===== config.mk =====
export PLATFORM = sky130hd
export DESIGN_NAME = pwr_drain_top
export DESIGN_NICKNAME = d
export VERILOG_FILES = /design/src/rtl/pd_pkg.sv /design/src/rtl/pd_txn_counter.sv /design/src/rtl/pd_gate.sv /design/src/rtl/pd_sequencer.sv /design/src/rtl/pwr_drain_top.sv
export SDC_FILE = /design/constraint.sdc
export NUM_CORES = 1
export LEC_CHECK = 0
export BUFFER_PORTS_ARGS = -buffer_cell sky130_fd_sc_hd__buf_2
export CAP_MARGIN = 40
export CORE_UTILIZATION = 41
export DETAILED_ROUTE_END_ITERATION = 8
export GPL_ROUTABILITY_DRIVEN = 1
export PLACE_DENSITY = 0.72
export RECOVER_POWER = 25
export SYNTH_ARGS = -nofsm -noshare
export SYNTH_HDL_FRONTEND = slang
export SYNTH_SLANG_ARGS = --single-unit
export TNS_END_PERCENT = 30

===== constraint.sdc =====
create_clock -name clk -period 1.9 [get_ports clk]
set_input_delay 0.095 -clock clk [delete_from_list [all_inputs] [get_ports clk]]
set_output_delay 0.095 -clock clk [all_outputs]
set_load 0.005 [all_outputs]

===== src/rtl/pd_pkg.sv =====
package pd_pkg;

    typedef enum logic [2:0] {
        ST_IDLE         = 3'd0,
        ST_REQ_DISC     = 3'd1,
        ST_WAIT_ACK     = 3'd2,
        ST_POWER_OFF    = 3'd3,
        ST_PWR_RESTORE  = 3'd4
    } seq_state_e;

endpackage


===== src/rtl/pd_txn_counter.sv =====
module pd_txn_counter #(
    parameter int MAX_OUT = 15,
    localparam int CNT_W = $clog2(MAX_OUT + 1)
) (
    input  logic             clk,
    input  logic             rst_n,
    input  logic             inc,
    input  logic             dec,
    output logic [CNT_W-1:0] cnt,
    output logic             zero,
    output logic             err
);
    localparam logic [CNT_W-1:0] LIMIT = CNT_W'(MAX_OUT);

    logic [CNT_W-1:0] cnt_q;
    logic             err_q;
    logic             ovf, unf;

    always_comb begin
        ovf = inc && !dec && (cnt_q == LIMIT);
        unf = dec && !inc && (cnt_q == '0);
    end

    always_ff @(posedge clk) begin
        if (!rst_n) begin
            cnt_q <= '0;
            err_q <= 1'b0;
        end else begin
            if (ovf || unf)
                err_q <= 1'b1;
            else if (inc && !dec)
                cnt_q <= cnt_q + 1'b1;
            else if (dec && !inc)
                cnt_q <= cnt_q - 1'b1;
        end
    end

    assign cnt  = cnt_q;
    assign zero = (cnt_q == '0);
    assign err  = err_q;


    p_cnt_up_r1: assert property (@(posedge clk) disable iff (!rst_n)
        (inc && !dec && cnt_q != LIMIT) |=> (cnt_q == $past(cnt_q) + 1'b1));

    p_cnt_down_r2: assert property (@(posedge clk) disable iff (!rst_n)
        (dec && !inc && cnt_q != '0) |=> (cnt_q == $past(cnt_q) - 1'b1));

    p_cnt_both_r3: assert property (@(posedge clk) disable iff (!rst_n)
        (inc && dec) |=> $stable(cnt_q));

    p_err_sticky_r7: assert property (@(posedge clk) disable iff (!rst_n)
        err_q |=> err_q);
endmodule


===== src/rtl/pd_gate.sv =====
module pd_gate (
    input  logic clk,
    input  logic rst_n,
    input  logic disc_req,
    input  logic cnt_zero,
    input  logic init_req_valid,
    input  logic tgt_req_ready,
    output logic init_req_ready,
    output logic tgt_req_valid,
    output logic req_fire,
    output logic disc_ack
);
    logic ack_q;

    always_comb begin
        init_req_ready = tgt_req_ready && !disc_req;
        tgt_req_valid  = init_req_valid && !disc_req;
        req_fire       = init_req_valid && init_req_ready;
    end

    always_ff @(posedge clk) begin
        if (!rst_n)
            ack_q <= 1'b0;
        else
            ack_q <= disc_req && cnt_zero;
    end

    assign disc_ack = ack_q;


    p_ack_only_empty_r5: assert property (@(posedge clk) disable iff (!rst_n)
        ack_q |-> cnt_zero);

    p_ack_drops_r6: assert property (@(posedge clk) disable iff (!rst_n)
        $fell(disc_req) |=> !ack_q);
endmodule


===== src/rtl/pd_sequencer.sv =====
module pd_sequencer
    import pd_pkg::*;
(
    input  logic       clk,
    input  logic       rst_n,
    input  logic       pdown_cmd,
    input  logic       pup_cmd,
    input  logic       disc_ack,
    output logic       disc_req,
    output logic       supply_en,
    output logic [2:0] state_code
);
    seq_state_e state_q, state_d;

    always_comb begin
        state_d = state_q;
        unique case (state_q)
            ST_IDLE:        if (pdown_cmd) state_d = ST_REQ_DISC;
            ST_REQ_DISC:    state_d = ST_WAIT_ACK;
            ST_WAIT_ACK:    if (disc_ack) state_d = ST_POWER_OFF;
            ST_POWER_OFF:   if (pup_cmd) state_d = ST_PWR_RESTORE;
            ST_PWR_RESTORE: if (!disc_ack) state_d = ST_IDLE;
            default:        state_d = ST_IDLE;
        endcase
    end

    always_ff @(posedge clk) begin
        if (!rst_n)
            state_q <= ST_IDLE;
        else
            state_q <= state_d;
    end

    always_comb begin
        disc_req  = 1'b0;
        supply_en = 1'b1;
        unique case (state_q)
            ST_IDLE:        ;
            ST_REQ_DISC:    disc_req = 1'b1;
            ST_WAIT_ACK:    disc_req = 1'b1;
            ST_POWER_OFF: begin
                disc_req  = 1'b1;
                supply_en = 1'b0;
            end
            ST_PWR_RESTORE: ;
            default:        ;
        endcase
    end

    assign state_code = state_q;


    p_off_after_ack_r9: assert property (@(posedge clk) disable iff (!rst_n)
        $fell(supply_en) |-> $past(disc_ack));

    p_req_then_wait_r8: assert property (@(posedge clk) disable iff (!rst_n)
        (state_q == ST_REQ_DISC) |=> (state_q == ST_WAIT_ACK));

    p_legal_state_r11: assert property (@(posedge clk) disable iff (!rst_n)
        state_q inside {ST_IDLE, ST_REQ_DISC, ST_WAIT_ACK, ST_POWER_OFF, ST_PWR_RESTORE});
endmodule


===== src/rtl/pwr_drain_top.sv =====
module pwr_drain_top #(
    parameter int MAX_OUT = 15,
    localparam int CNT_W = $clog2(MAX_OUT + 1)
) (
    input  logic             clk,
    input  logic             rst_n,
    input  logic             pdown_cmd,
    input  logic             pup_cmd,
    input  logic             init_req_valid,
    output logic             init_req_ready,
    output logic             tgt_req_valid,
    input  logic             tgt_req_ready,
    input  logic             rsp_valid,
    input  logic             rsp_ready,
    output logic             disc_req,
    output logic             disc_ack,
    output logic             supply_en,
    output logic [2:0]       state_code,
    output logic [CNT_W-1:0] outstanding,
    output logic             count_err
);
    logic req_fire;
    logic rsp_fire;
    logic cnt_zero;

    assign rsp_fire = rsp_valid && rsp_ready;

    pd_sequencer u_seq (
        .clk        (clk),
        .rst_n      (rst_n),
        .pdown_cmd  (pdown_cmd),
        .pup_cmd    (pup_cmd),
        .disc_ack   (disc_ack),
        .disc_req   (disc_req),
        .supply_en  (supply_en),
        .state_code (state_code)
    );

    pd_gate u_gate (
        .clk            (clk),
        .rst_n          (rst_n),
        .disc_req       (disc_req),
        .cnt_zero       (cnt_zero),
        .init_req_valid (init_req_valid),
        .tgt_req_ready  (tgt_req_ready),
        .init_req_ready (init_req_ready),
        .tgt_req_valid  (tgt_req_valid),
        .req_fire       (req_fire),
        .disc_ack       (disc_ack)
    );

    pd_txn_counter #(.MAX_OUT(MAX_OUT)) u_cnt (
        .clk  (clk),
        .rst_n(rst_n),
        .inc  (req_fire),
        .dec  (rsp_fire),
        .cnt  (outstanding),
        .zero (cnt_zero),
        .err  (count_err)
    );

    // while drained, the count can only fall
    p_drain_no_growth_r4: assert property (@(posedge clk) disable iff (!rst_n)
        (disc_req && $past(disc_req)) |-> (outstanding <= $past(outstanding)));

    p_closed_path_r4: assert property (@(posedge clk) disable iff (!rst_n)
        (disc_req && init_req_valid) |=> ($past(outstanding) >= outstanding) || count_err);
endmodule


# Word-level counts from Yosys, hierarchy flattened
# Cells that the tools add are included.
[totals] out_inout_bits=13 inputBits=8 elab_cells=44 reg_bits=9
[op_classes] bitwise=1 n_eq_ne=9 mux=9 n_addsub=2 n_reduce_logical=19
[ops] operator="one-hot mux 3 bit (5 select lines)" count=1
[ops] operator="2-to-1 mux 3 bit" count=4
[ops] operator="logical AND 1 bit" count=9
[ops] operator="2-to-1 mux 4 bit" count=2
[ops] operator="== test 3 x 2 -> 1 bit (second input constant)" count=2
[ops] operator="!= test 2 bit (second input constant)" count=3
[ops] operator="adder 4 x 1 -> 4 bit (second input constant)" count=1
[ops] operator="== test 4 bit (second input constant)" count=1
[ops] operator="zero test 4 bit" count=1
[ops] operator="AND reduction 4 bit" count=1
[ops] operator="subtractor 4 x 1 -> 4 bit (second input constant)" count=1
[ops] operator="== test 3 x 1 -> 1 bit (second input constant)" count=1
[ops] operator="== test 3 bit (second input constant)" count=1
[ops] operator="zero test 1 bit" count=3
[ops] operator="zero test 3 bit" count=1
[ops] operator="OR reduction 3 bit" count=1
[ops] operator="2-to-1 mux 1 bit" count=2
[ops] operator="!= test 2 x 1 -> 1 bit (second input constant)" count=1
[ops] operator="AND reduction 2 bit" count=1
[ops] operator="nonzero test 2 bit" count=1
[ops] operator="logical OR 1 bit" count=1
[ops] operator="inverter 1 bit" count=1

# Logic depth before layout (Yosys ltp)
# Gate-level depths: netlist of run 1.
[logic_depth] word_depth=12 depth_mapped=11

# Hierarchy
# Synthesis of run 1 repeated with hierarchy kept, for this count alone.
[unflattened] cells_unflattened=55 hier_area_um2=554.3
[by_module_without_submodules] mod="pd_txn_counter" seq_area_each_um2=100.1 instances=1 cells_per_inst=33 area_each_um2=356.6
[by_module_without_submodules] mod="pd_sequencer" seq_area_each_um2=60.1 instances=1 cells_per_inst=16 area_each_um2=142.6
[by_module_without_submodules] mod="pd_gate" seq_area_each_um2=20.0 instances=1 cells_per_inst=5 area_each_um2=48.8
[by_module_without_submodules] mod="pwr_drain_top" seq_area_each_um2=0.0 instances=1 cells_per_inst=1 area_each_um2=6.3

# Worst setup path after synthesis of run 1
# Ideal clock, no wire load.
[synth_timing] path_type="register -> register" from="reg u_seq.state_q[1], in the netlist u_seq.state_code[1]" to="reg u_cnt.cnt_q[3], in the netlist u_cnt.cnt[3]" setup_time_ns=0.072 arrival_time_ns=2.148 stages_incl_launch_ff=12 setup_slack_ns=-0.319 required_ns=1.828 path_cell_list="dfxtp_1 nor2_1 nor2_1 nor2b_1 and2_1 ha_1 inv_1 ha_1 a21oi_1 a21oi_1 o21ai_1 mux2i_1"
[synth_between] elab_chain_cells=12
[synth_lines] element="start: declaration" line="pd_sequencer.sv:13" source="seq_state_e state_q, state_d;"
[synth_lines] element="start signal: assignment" line="pd_sequencer.sv:31" source="state_q <= state_d;"
[synth_lines] element="== test 3 x 1 -> 1 bit / == test 3 x 2 -> 1 bit (equally long branches)" line="pd_sequencer.sv:37" source="unique case (state_q)"
[synth_lines] element="OR reduction 3 bit (no source line) *"
[synth_lines] element="2-to-1 mux 1 bit *" line="pd_sequencer.sv:37"
[synth_lines] element="named net disc_req" line="pwr_drain_top.sv:15" source="output logic disc_req,"
[synth_lines] element="zero test 1 bit *" line="pd_gate.sv:16" source="init_req_ready = tgt_req_ready && !disc_req;"
[synth_lines] element="logical AND 1 bit *" line="pd_gate.sv:16"
[synth_lines] element="logical AND 1 bit *" line="pd_gate.sv:18" source="req_fire = init_req_valid && init_req_ready;"
[synth_lines] element="zero test 1 bit" line="pd_txn_counter.sv:21, pd_txn_counter.sv:33"
[synth_lines] element="logical AND 1 bit" line="pd_txn_counter.sv:21, pd_txn_counter.sv:33"
[synth_lines] element="logical AND 1 bit" line="pd_txn_counter.sv:21" source="unf = dec && !inc && (cnt_q == '0);"
[synth_lines] element="logical OR 1 bit" line="pd_txn_counter.sv:29" source="if (ovf || unf)"
[synth_lines] element="inverter 1 bit (no source line)"
[synth_lines] element="AND reduction 2 bit (no source line)"
[synth_lines] element="end signal: assignment" line="pd_txn_counter.sv:32" source="cnt_q <= cnt_q + 1'b1;"
[synth_lines] element="end signal: assignment" line="pd_txn_counter.sv:34" source="cnt_q <= cnt_q - 1'b1;"
[synth_lines] element="end: declaration" line="pd_txn_counter.sv:15" source="logic [CNT_W-1:0] cnt_q;"
# The timed path passes the listed nets; every way through them passes the cells marked *.
# A chain may end at the register's enable or synchronous reset.

# Worst setup path in the final report of run 1
[layout_timing] from="reg u_seq.state_q[1], in the netlist u_seq.state_code[1]" to="reg u_cnt.cnt_q[1], in the netlist u_cnt.cnt[1]"
[layout_between] elab_chain_cells=12
[layout_lines] element="== test 3 x 1 -> 1 bit / == test 3 x 2 -> 1 bit (equally long branches)" line="pd_sequencer.sv:37"
[layout_lines] element="OR reduction 3 bit (no source line) *"
[layout_lines] element="2-to-1 mux 1 bit *" line="pd_sequencer.sv:37"
[layout_lines] element="zero test 1 bit *" line="pd_gate.sv:16"
[layout_lines] element="logical AND 1 bit *" line="pd_gate.sv:16"
[layout_lines] element="logical AND 1 bit *" line="pd_gate.sv:18"
[layout_lines] element="zero test 1 bit" line="pd_txn_counter.sv:21, pd_txn_counter.sv:33"
[layout_lines] element="logical AND 1 bit" line="pd_txn_counter.sv:21, pd_txn_counter.sv:33"
[layout_lines] element="logical AND 1 bit" line="pd_txn_counter.sv:21"
[layout_lines] element="logical OR 1 bit" line="pd_txn_counter.sv:29"
[layout_lines] element="inverter 1 bit (no source line)"
[layout_lines] element="AND reduction 2 bit (no source line)"
# Mark *: on every way between the ends. The rest lies on a longest branch, timed or not.

==> results.yml, run 1 <==
power_and_ir_drop:
  power_density_nw_per_um2: 919
  ir_worst_vdd_v: 0.000536
  p_leak_nw: 0.370
clock_network:
  cts_tree: "built"
  clk_pin_slew_worst_paths_ns: 0.07
  cts_buffers: 3
  clk_latency_ns: 0.26
  cts.sinks: 9
  cts_buffer_depth: 2
  clockRootBuffer: "clkbuf_4"
  cts-htree-levels: 1
critical_path:
  worstSetupEndpointType: "register"
  cp-start-kind: "register"
  r2r-start: "u_seq.state_code[1]$_SDFFE_PN0P_"
  worstSetupEndpoint: "u_cnt.cnt[1]$_SDFFE_PN0P_"
  cp_max_fo: 5
  cp-startpoint: "u_seq.state_code[1]$_SDFFE_PN0P_"
  rr_endpoint: "u_cnt.cnt[1]$_SDFFE_PN0P_"
  r2r_slack_ns: -0.03
  worstSetupPathType: "register to register"
  required_ns: 2.06
  worstRegToRegCells: 9
  crit_arrival_ns: 2.09
yosys:
  synth_area_um2: 539
  ys_ff_latch: 9
  synth_top_family_by_area: "simple AND/OR/NAND/NOR gates"
  synth_xor_area_share_pct: 3.25
  synth_adder_area_share_pct: 13.0
  synth-simple-area-share_pct: 25.1
  ys_warn_count: 0
  synth_fp_nets: 71
  synth_area_per_cell_um2: 9.30
  synth_top_area_share_pct: 33.4
  yosysTopAreaCell: "dfxtp_1"
  synth_area_leaders: "dfxtp_1 (33%), ha_1 (9.3%), a221oi_4 (4.9%), nor2b_1 (4.6%), fa_1 (3.7%)"
  synth_cells: 58
  yosysSeqAreaShare_pct: 33.4
  ys_types: 26
  synth-compound-area-share_pct: 18.8
  muxShareOfSynthArea_pct: 3.71
timing:
  finalSetupViolCount: 3
  tightestPinTransition_ns: 0.446
  clock.fmax_mhz: 517
  layout_setup_ws_ns: -0.0344
  period_minus_slack_ns: 1.93
  rsz0062_at_grt: "true"
  finalMaxSlewViolations: 0
  final-hold-violation-count: 0
  layout_worst_path_cycle_share_pct: 102
  finClkSkew_ns: 0.00695
  tns_ns: -0.0765
  relSlewSlack_pct: 70.0
floorplanning:
  die_area_um2: 1460
  die_h_um: 38.3
  chipWidth_um: 38.3
  core-area_um2: 1170
  rows: 12
  pin_count: 21
  initial_core_util_pct: 46.0
place:
  dp_hpwl_um: 904
  portBuffers: 20
  dp.cells: 97
  dp_slack_ns: -0.0873
  place.gp.congestion: 0.695
routing:
  drt_wl_total_um: 1310
  viasPerCell: 5.35
  dr_total_vias: 551
  avgRoutedWirePerCell_um: 12.7
  drcViolationCount: 0
  drt_iter0_drc: 16
  ant_nets: 0
  dr.pass1.iters: 4
grt:
  grt_pass1_wl_um: 1930
  grtUsageTotal_pct: 19.2
  grt_pass1_vias: 464
  grt_max_degree: 11
  antenna_found_initial: 0
  grt_overflow: 0
run_status:
  outcome: "finished, violations left"
  violations: "negative setup slack"
cells_and_area:
  final_common_cell: "buf_2"
  fin_cells: 103
  diodes: 0
  area_delta_synth_final_pct: 51.3
  drive_above_1_share_pct: 49.4
  postLayoutCoreUtil_pct: 69.7
  nNetsFinal: 103
  final_cell_mix: "buf_2 (18), dfxtp_1 (7), buf_4 (6)"
min_path:
  min-delay-start: "pup_cmd"
  hold_path.class: "input pin to register"
flow_run:
  maxCapViolations: 0
[worst max-delay path: stages, from the launching register on]
cell      delay, ns
dfxtp_4        0.36
nor2_4         0.05
nor2_4         0.11
nor2b_2        0.05
and2_4         0.14
ha_4           0.16
and4_1         0.23
a221oi_4       0.43
mux2i_1        0.25
nor2b_1        0.06
[logic make-up after synthesis]
family,Yosys count
AOI/OAI and AO/OA,12
muxes,2
DFF,9
xor gates and xnor gates,2
buffers and inverters,4
adders and majority gates,5
and+or+nand+nor,24
[how the worst min path moves through the flow]
stage / to / slack, ns / cells past startpoint
global route: u_seq.state_code[1]$_SDFFE_PN0P_ / 0.05 / 2
floorplan: u_seq.state_code[1]$_SDFFE_PN0P_ / 0.19 / 1
CTS: u_seq.state_code[1]$_SDFFE_PN0P_ / 0.04 / 2
global placement: u_seq.state_code[1]$_SDFFE_PN0P_ / 0.32 / 2
finish: u_seq.state_code[1]$_SDFFE_PN0P_ / 0.05 / 2
detailed placement: u_seq.state_code[1]$_SDFFE_PN0P_ / 0.32 / 2
[final cells by class]
type | instances | area, µm²
clock buffers | 3 | 22.5
clock inverters | 1 | 5.00
fillers | 89 | 355
inverters | 4 | 17.5
multi-input cells | 45 | 419
flip-flops and latches | 9 | 188
well taps | 14 | 17.5
repair buffers | 27 | 146
[synth_stat cells]
cell and count:
o21ai_0 1, dfxtp_1 9, xor2_1 1, a221oi_1 2, a221oi_4 1, o211a_1 1, nand2b_1 1, nand4_1 1
o21ai_1 1, a21oi_1 3, fa_1 1, nor2_1 3, mux2i_1 2, inv_1 4, nand3_1 3, a31oi_1 1
nor2b_1 4, xnor2_1 1, nor4_2 1, a21boi_0 1, o32ai_1 1, and3_1 3, ha_1 4, and4_1 1
nand2_1 5, and2_1 2
[power breakdown]
group | total [W] | switching, W | internal [W]
Combinational | 0.000326 | 0.000144 | 0.000182
Sequential | 0.000273 | 0.0000522 | 0.000221
Clock | 0.000151 | 0.0000730 | 0.0000776
Total | 0.000749 | 0.000269 | 0.000480
[repair_timing]
item / CTS / global route
pin swaps: 2 / 4
setup endpoints to repair: 4 / 4
buffers inserted: 1 / 1
hold buffers: 0 / 0
gates resized for setup: 1 / 7
[sequential cells by signal (all words and copies together) (netlist names)]
register / flops
u_seq.state_code: 3
u_cnt.cnt: 4
u_gate.disc_ack: 1
u_cnt.err: 1
[layer usage]
metal	routed length [µm]	track usage, %	vias to the layer above
li1	-	-	277
met1	643	26.7	258
met2	613	28.8	14
met3	40	5.23	2
met4	12	5.36	0
met5	0	0	-
[per-stage QoR]
step           hold slack (ns)  total power (W)  area (µm²)
4_1_cts                 0.0404         0.000709         773
3_3_place_gp             0.318         0.000541         734
2_1_floorplan            0.193         0.000443         579
3_5_place_dp             0.317         0.000550         734
5_1_grt                 0.0458         0.000804         816
6_report                0.0460         0.000749         816
Note: power is estimated with default switching activity, not from simulation.
==> inputs of run 2 (changes only) <==
--- a/config.mk
+++ b/config.mk
@@ -5,12 +5,14 @@
 export SDC_FILE = /design/constraint.sdc
 export NUM_CORES = 1
 export LEC_CHECK = 0
+export ABC_AREA = 1
 export BUFFER_PORTS_ARGS = -buffer_cell sky130_fd_sc_hd__buf_2
 export CAP_MARGIN = 40
-export CORE_UTILIZATION = 41
+export CORE_UTILIZATION = 43
+export CTS_BUF_LIST = sky130_fd_sc_hd__clkbuf_4 sky130_fd_sc_hd__clkbuf_8 sky130_fd_sc_hd__clkbuf_16
 export DETAILED_ROUTE_END_ITERATION = 8
 export GPL_ROUTABILITY_DRIVEN = 1
-export PLACE_DENSITY = 0.72
+export PLACE_DENSITY_LB_ADDON = 0.05
 export RECOVER_POWER = 25
 export SYNTH_ARGS = -nofsm -noshare
 export SYNTH_HDL_FRONTEND = slang
==> run 2 against run 1 <==
- the run now ends clean
- flip-flop and latch count stayed put
- final area is 8.1% higher
- sequential power increased by 15%
- critical path depth up 5
- sequential share of layout area decreased by 2.3 points
- clock skew down 0.0060 ns
- die area increased by 10%
- utilization fell by 3.5 points
- first-iteration DRC count rose by 75%
- fmax increased by 6.3%
- final cell count up 42%
- critical path type unchanged
==> results.yml, run 2 <==
run_status:
  outcome: "finished, final reports clean"
yosys:
  async_flop_share_pct: 0
  yosysSeqAreaShare_pct: 28.7
  synth_fp_nets: 114
  synth_edf_count: 0
  synth_cells: 101
  ys_warn_count: 0
  synth_common_cells: "nand2_1 (27), inv_1 (23), nor2_1 (18), dfxtp_1 (9), nand3_1 (5)"
  yosysTopAreaCell: "dfxtp_1"
  synth_top_area_share_pct: 28.7
  synth_area_per_cell_um2: 6.22
  synthFlopType: "dfxtp_1"
  synth_area_leaders: "dfxtp_1 (29%), nand2_1 (16%), inv_1 (14%), nor2_1 (11%), ha_1 (8.0%)"
  ys_ff_latch: 9
  synth_area_um2: 628
  synth_most_common_cell: "nand2_1"
  ys_types: 15
clock_network:
  cts_buffer_depth: 2
  cts_buffers: 3
  clockRootBuffer: "clkbuf_4"
  hold_buffers: 0
  cts-htree-levels: 1
  clk_pin_slew_worst_paths_ns: 0.06
  clk_latency_ns: 0.25
  cts_tree: "built"
  cts.sinks: 9
floorplanning:
  rows: 13
  die_h_um: 40.2
  die_area_um2: 1620
  chipWidth_um: 40.2
  initial_core_util_pct: 47.1
  core-area_um2: 1330
  pin_count: 21
grt:
  grt_pass1_wl_um: 1880
  use_met2_pct: 23.0
  use_met1_pct: 26.4
  grt_overflow: 0
  busiest_layer: "met1"
  antenna_found_initial: 0
  grtUsageTotal_pct: 17.6
  met3_usage_pct: 8.33
  grt_max_degree: 8
  grt_pass1_vias: 488
routing:
  avgRoutedWirePerCell_um: 9.27
  viasPerCell: 4.51
  drcViolationCount: 0
  dr.pass1.iters: 4
  ant_nets: 0
  drt_iter0_drc: 28
  drt_wl_total_um: 1350
  dr_total_vias: 659
cells_and_area:
  nNetsFinal: 145
  final_common_cell: "nand2_1"
  final_area_um2: 882
  final_cell_mix: "nand2_1 (27), inv_1 (22), buf_2 (18)"
  drive_above_1_share_pct: 34.4
  largest_reg_flops: 4
  diodes: 0
  area_delta_synth_final_pct: 40.4
  fin_cells: 146
place:
  place_area_um2: 800
  dp.cells: 142
  portBuffers: 20
  place.gp.congestion: 0.781
  dp_hpwl_um: 1080
min_path:
  hold_depth: 3
  hold_path.class: "input pin to register"
timing:
  rsz0062_at_grt: "true"
  clock.fmax_mhz: 549
  tightestPinTransition_ns: 0.312
  period_minus_slack_ns: 1.82
  layout_worst_path_cycle_share_pct: 95.8
  finalSetupViolCount: 0
  tns_ns: 0
  finClkSkew_ns: 0.000922
  relSlewSlack_pct: 79.2
  final-hold-violation-count: 0
  finalMaxSlewViolations: 0
  fin_hold_ws_ns: 0.117
critical_path:
  crit_arrival_ns: 1.98
  required_ns: 2.06
  worstSetupEndpointType: "register"
  cp_max_fo: 3
  worstRegToRegCells: 14
  cp-start-kind: "register"
  worstSetupPathType: "register to register"
power_and_ir_drop:
  power_density_nw_per_um2: 1280
  fin_total_pwr_w: 0.00113
  ir_worst_vdd_v: 0.000610
  p_leak_nw: 0.505
flow_run:
  maxCapViolations: 0
==> run 2: kinds of logic after synthesis <==
kind of cell / after synthesis / share of synthesized area, %
AND/OR/NAND/NOR: 58 / 40.6
buffers and inverters: 23 / 13.7
flip-flops: 9 / 28.7
AO/OA/AOI/OAI: 6 / 5.78
adder cells (fa/ha/maj): 5 / 11.2
==> run 2: layer usage <==
metal  vias to the layer above  share of wire, %  wire length [µm]
li1                        365                 -                 -
met1                       277                54               731
met2                        17                41               551
met3                         0               5.3                72
met4                         0                 0                 0
met5                         -                 0                 0
==> run 2: final cells by class <==
| class | instances | area, µm² |
|---|---|---|
| inverter | 23 | 88.8 |
| clock buffer | 4 | 30.0 |
| tap | 15 | 18.8 |
| fill | 115 | 452 |
| multi-input combinational | 69 | 415 |
| sequential | 9 | 183 |
| timing repair buffer | 26 | 146 |
==> run 2: timing repair <==
item / in CTS / in global routing
resized for setup: 1 / 10
pin swaps: 0 / 10
buffers inserted: 0 / 0
setup endpoints to repair: 1 / 2
==> run 2: final timing paths <==
check / start / to / slack, ns
min reg2reg: u_cnt.err$_SDFFE_PN0P_ / u_cnt.err$_SDFFE_PN0P_ / 0.48
max reg2reg: u_seq.state_code[1]$_SDFFE_PN0P_ / u_cnt.cnt[3]$_SDFFE_PN0P_ / 0.08
max: u_seq.state_code[1]$_SDFFE_PN0P_ / u_cnt.cnt[3]$_SDFFE_PN0P_ / 0.08
min: rst_n / u_cnt.cnt[2]$_SDFFE_PN0P_ / 0.12
==> run 2: power by group <==
part / leakage, nW / internal [W] / total (W) / switching (W)
logic: 0.412 / 0.000320 / 0.000655 / 0.000335
registers: 0.0747 / 0.000246 / 0.000313 / 0.0000677
clock network: 0.0184 / 0.0000951 / 0.000160 / 0.0000647
==> run 2: metrics by stage <==
step           setup WS (ns)  util, %
2_1_floorplan         0.0162        -
3_3_place_gp          0.0528     59.9
3_5_place_dp        -0.00563     59.9
4_1_cts               0.0169     62.5
5_1_grt              -0.0860     66.1
6_report              0.0796     66.1
==> run 2: worst max-delay path: stages (launching register included) <==
cell     delay, ns
dfxtp_2       0.34
nor2_4        0.13
nor2_4        0.04
nor2_2        0.11
nand2_1       0.08
inv_1         0.06
ha_2          0.20
inv_4         0.05
buf_6         0.11
ha_4          0.25
nand3_2       0.07
nand3_1       0.08
nand2_1       0.05
nor2_1        0.09
nor2_1        0.04
==> inputs of run 3 (changes only) <==
--- a/config.mk
+++ b/config.mk
@@ -14,6 +14,7 @@
 export GPL_ROUTABILITY_DRIVEN = 1
 export PLACE_DENSITY_LB_ADDON = 0.05
 export RECOVER_POWER = 25
+export REMOVE_ABC_BUFFERS = 1
 export SYNTH_ARGS = -nofsm -noshare
 export SYNTH_HDL_FRONTEND = slang
 export SYNTH_SLANG_ARGS = --single-unit
==> run 3 against run 2 <==
- setup slack got worse by 0.053 ns
- critical path depth unchanged
- final area increased by 3.3%
- routed wire length increased by 15%
- die area unchanged
- first-iteration DRC count decreased by 61%
- clock power about the same
- fmax decreased by 2.8%
- global-route usage increased by 2.7 points
- hold slack improved by 0.0015 ns
- non-clock buffer count increased by 2
- utilization increased by 2.2 points
- critical path type unchanged
- largest cell class unchanged
==> results.yml, run 3 (synthesized netlist as in run 2, its figures left out) <==
timing:
  fin_hold_ws_ns: 0.119
  rsz0062_at_grt: "true"
  tightestPinTransition_ns: 0.359
  final-hold-violation-count: 0
  finalSetupViolCount: 0
  clock.fmax_mhz: 534
  relSlewSlack_pct: 76.0
  finalMaxSlewViolations: 0
  period_minus_slack_ns: 1.87
  layout_worst_path_cycle_share_pct: 98.6
  finClkSkew_ns: 0.00374
cells_and_area:
  diodes: 0
  nNetsFinal: 147
  area_delta_synth_final_pct: 45.0
  drive_above_1_share_pct: 36.1
  final_cell_mix: "nand2_1 (27), inv_1 (21), buf_2 (18)"
  final_common_cell: "nand2_1"
  largest_reg_flops: 4
  fin_cells: 148
critical_path:
  cp-start-kind: "register"
  crit_slowest_cell: "dfxtp_2"
  worstSetupPathType: "register to register"
  r2r_slack_ns: 0.03
  worstSetupEndpointType: "register"
  worst-path-buf-inv: 3
  rr_endpoint: "u_cnt.cnt[3]$_SDFFE_PN0P_"
  critPathTopFamily: "simple AND/OR/NAND/NOR gates"
  required_ns: 2.06
  crit_arrival_ns: 2.03
  cp_max_fo: 3
  worstRegToRegCells: 14
  path_cells: "nor2_4 -> nor2_2 -> nor2_2 -> nand2_1 -> inv_1 -> ha_2 -> inv_4 -> buf_6 -> ha_4 -> nand3_4 -> nand3_2 -> nand2_1 -> nor2_1 -> nor2_1"
  slowest_delay_ns: 0.33
  r2r-start: "u_seq.state_code[1]$_SDFFE_PN0P_"
  critical_path_depth: 14
floorplanning:
  chipWidth_um: 40.2
  rows: 13
  core-area_um2: 1330
  pin_count: 21
  die_h_um: 40.2
  die_area_um2: 1620
  initial_core_util_pct: 47.1
run_status:
  outcome: "finished, final reports clean"
clock_network:
  cts-htree-levels: 1
  cts_buffer_depth: 2
  clk_pin_slew_worst_paths_ns: 0.06
  clockRootBuffer: "clkbuf_4"
  cts_buffers: 3
  clk_latency_ns: 0.26
  cts_tree: "built"
  cts.sinks: 9
  hold_buffers: 0
min_path:
  hold_path.class: "input pin to register"
  hold_end: "u_cnt.cnt[1]$_SDFFE_PN0P_"
  min-delay-start: "rst_n"
  hold_depth: 3
flow_run:
  maxCapViolations: 0
routing:
  drcViolationCount: 0
  drt_iter0_drc: 11
  viasPerCell: 4.84
  drt_wl_total_um: 1560
  ant_nets: 0
  dr.pass1.iters: 4
  dr_total_vias: 716
  avgRoutedWirePerCell_um: 10.5
power_and_ir_drop:
  p_leak_nw: 0.518
  ir_worst_vdd_v: 0.000891
  power_density_nw_per_um2: 1320
place:
  dp.cells: 142
  dp_hpwl_um: 1100
  place.gp.congestion: 0.759
  portBuffers: 20
grt:
  grt_max_degree: 8
  grtUsageTotal_pct: 20.3
  grt_pass1_wl_um: 2120
  grt_overflow: 0
  grt_pass1_vias: 501
  antenna_found_initial: 0
==> run 3: cell type report <==
| cell class | instances | area (µm²) |
|---|---|---|
| multi-input cells | 69 | 430 |
| clock buffers | 4 | 30.0 |
| flip-flops and latches | 9 | 181 |
| repair buffers | 28 | 161 |
| inverters | 23 | 88.8 |
| fillers | 129 | 423 |
| well taps | 15 | 18.8 |
==> run 3: timing repair <==
item | 4_1_cts | 5_1_grt
endpoints found under the setup margin | 1 | 2
hold endpoints to repair | 0 | 0
setup buffers | 0 | 2
pin swaps | 0 | 8
resized for setup | 5 | 12
==> run 3: worst max-delay path by stage <==
stage / start / endpoint / slack (ns)
finish: u_seq.state_code[1]$_SDFFE_PN0P_ / u_cnt.cnt[3]$_SDFFE_PN0P_ / 0.03
global route: u_seq.state_code[1]$_SDFFE_PN0P_ / u_cnt.cnt[3]$_SDFFE_PN0P_ / -0.06
detailed placement: u_seq.state_code[0]$_SDFFE_PN0P_ / u_cnt.cnt[3]$_SDFFE_PN0P_ / -0.03
CTS: u_seq.state_code[0]$_SDFFE_PN0P_ / u_cnt.cnt[3]$_SDFFE_PN0P_ / 0.02
global placement: u_seq.state_code[0]$_SDFFE_PN0P_ / u_cnt.cnt[3]$_SDFFE_PN0P_ / 0.02
floorplan: u_seq.state_code[0]$_SDFFE_PN0P_ / u_cnt.cnt[3]$_SDFFE_PN0P_ / -0.1
==> run 3: report_power, final <==
part | switching [W] | internal (W) | total (W)
clock network | 0.0000649 | 0.0000951 | 0.000160
registers | 0.0000687 | 0.000244 | 0.000312
logic | 0.000371 | 0.000355 | 0.000726
total | 0.000505 | 0.000694 | 0.00120
==> run 3: per-layer routing <==
| layer | vias to the layer above | GRT usage, % | routed length [µm] |
|---|---|---|---|
| met4 | 0 | 7.50 | 14 |
| met5 | - | 0 | 0 |
| met2 | 18 | 28.2 | 695 |
| met3 | 2 | 8.33 | 69 |
| met1 | 326 | 27.8 | 775 |
| li1 | 370 | - | - |
==> run 3: worst register-to-register path, delay by kind of cell (launching register included) <==
family                     cells  cell delay [ns]
buffers and inverters          3             0.23
and+or+nand+nor                9             0.73
adders and majority gates      2             0.47
DFF                            1             0.33
==> run 3: metrics by stage <==
step	setup TNS [ns]	setup slack, ns	utilization, %	cell area (µm²)	total power, W
finish	0	0.0267	68.3	911	0.00120
global route	-0.0595	-0.0595	68.3	911	0.00132
CTS	0	0.0200	63.2	843	0.00108
detailed placement	-0.0298	-0.0298	59.4	792	0.000878
global placement	0	0.0201	59.4	792	0.000871
floorplan	-0.0992	-0.0992	-	628	0.000641
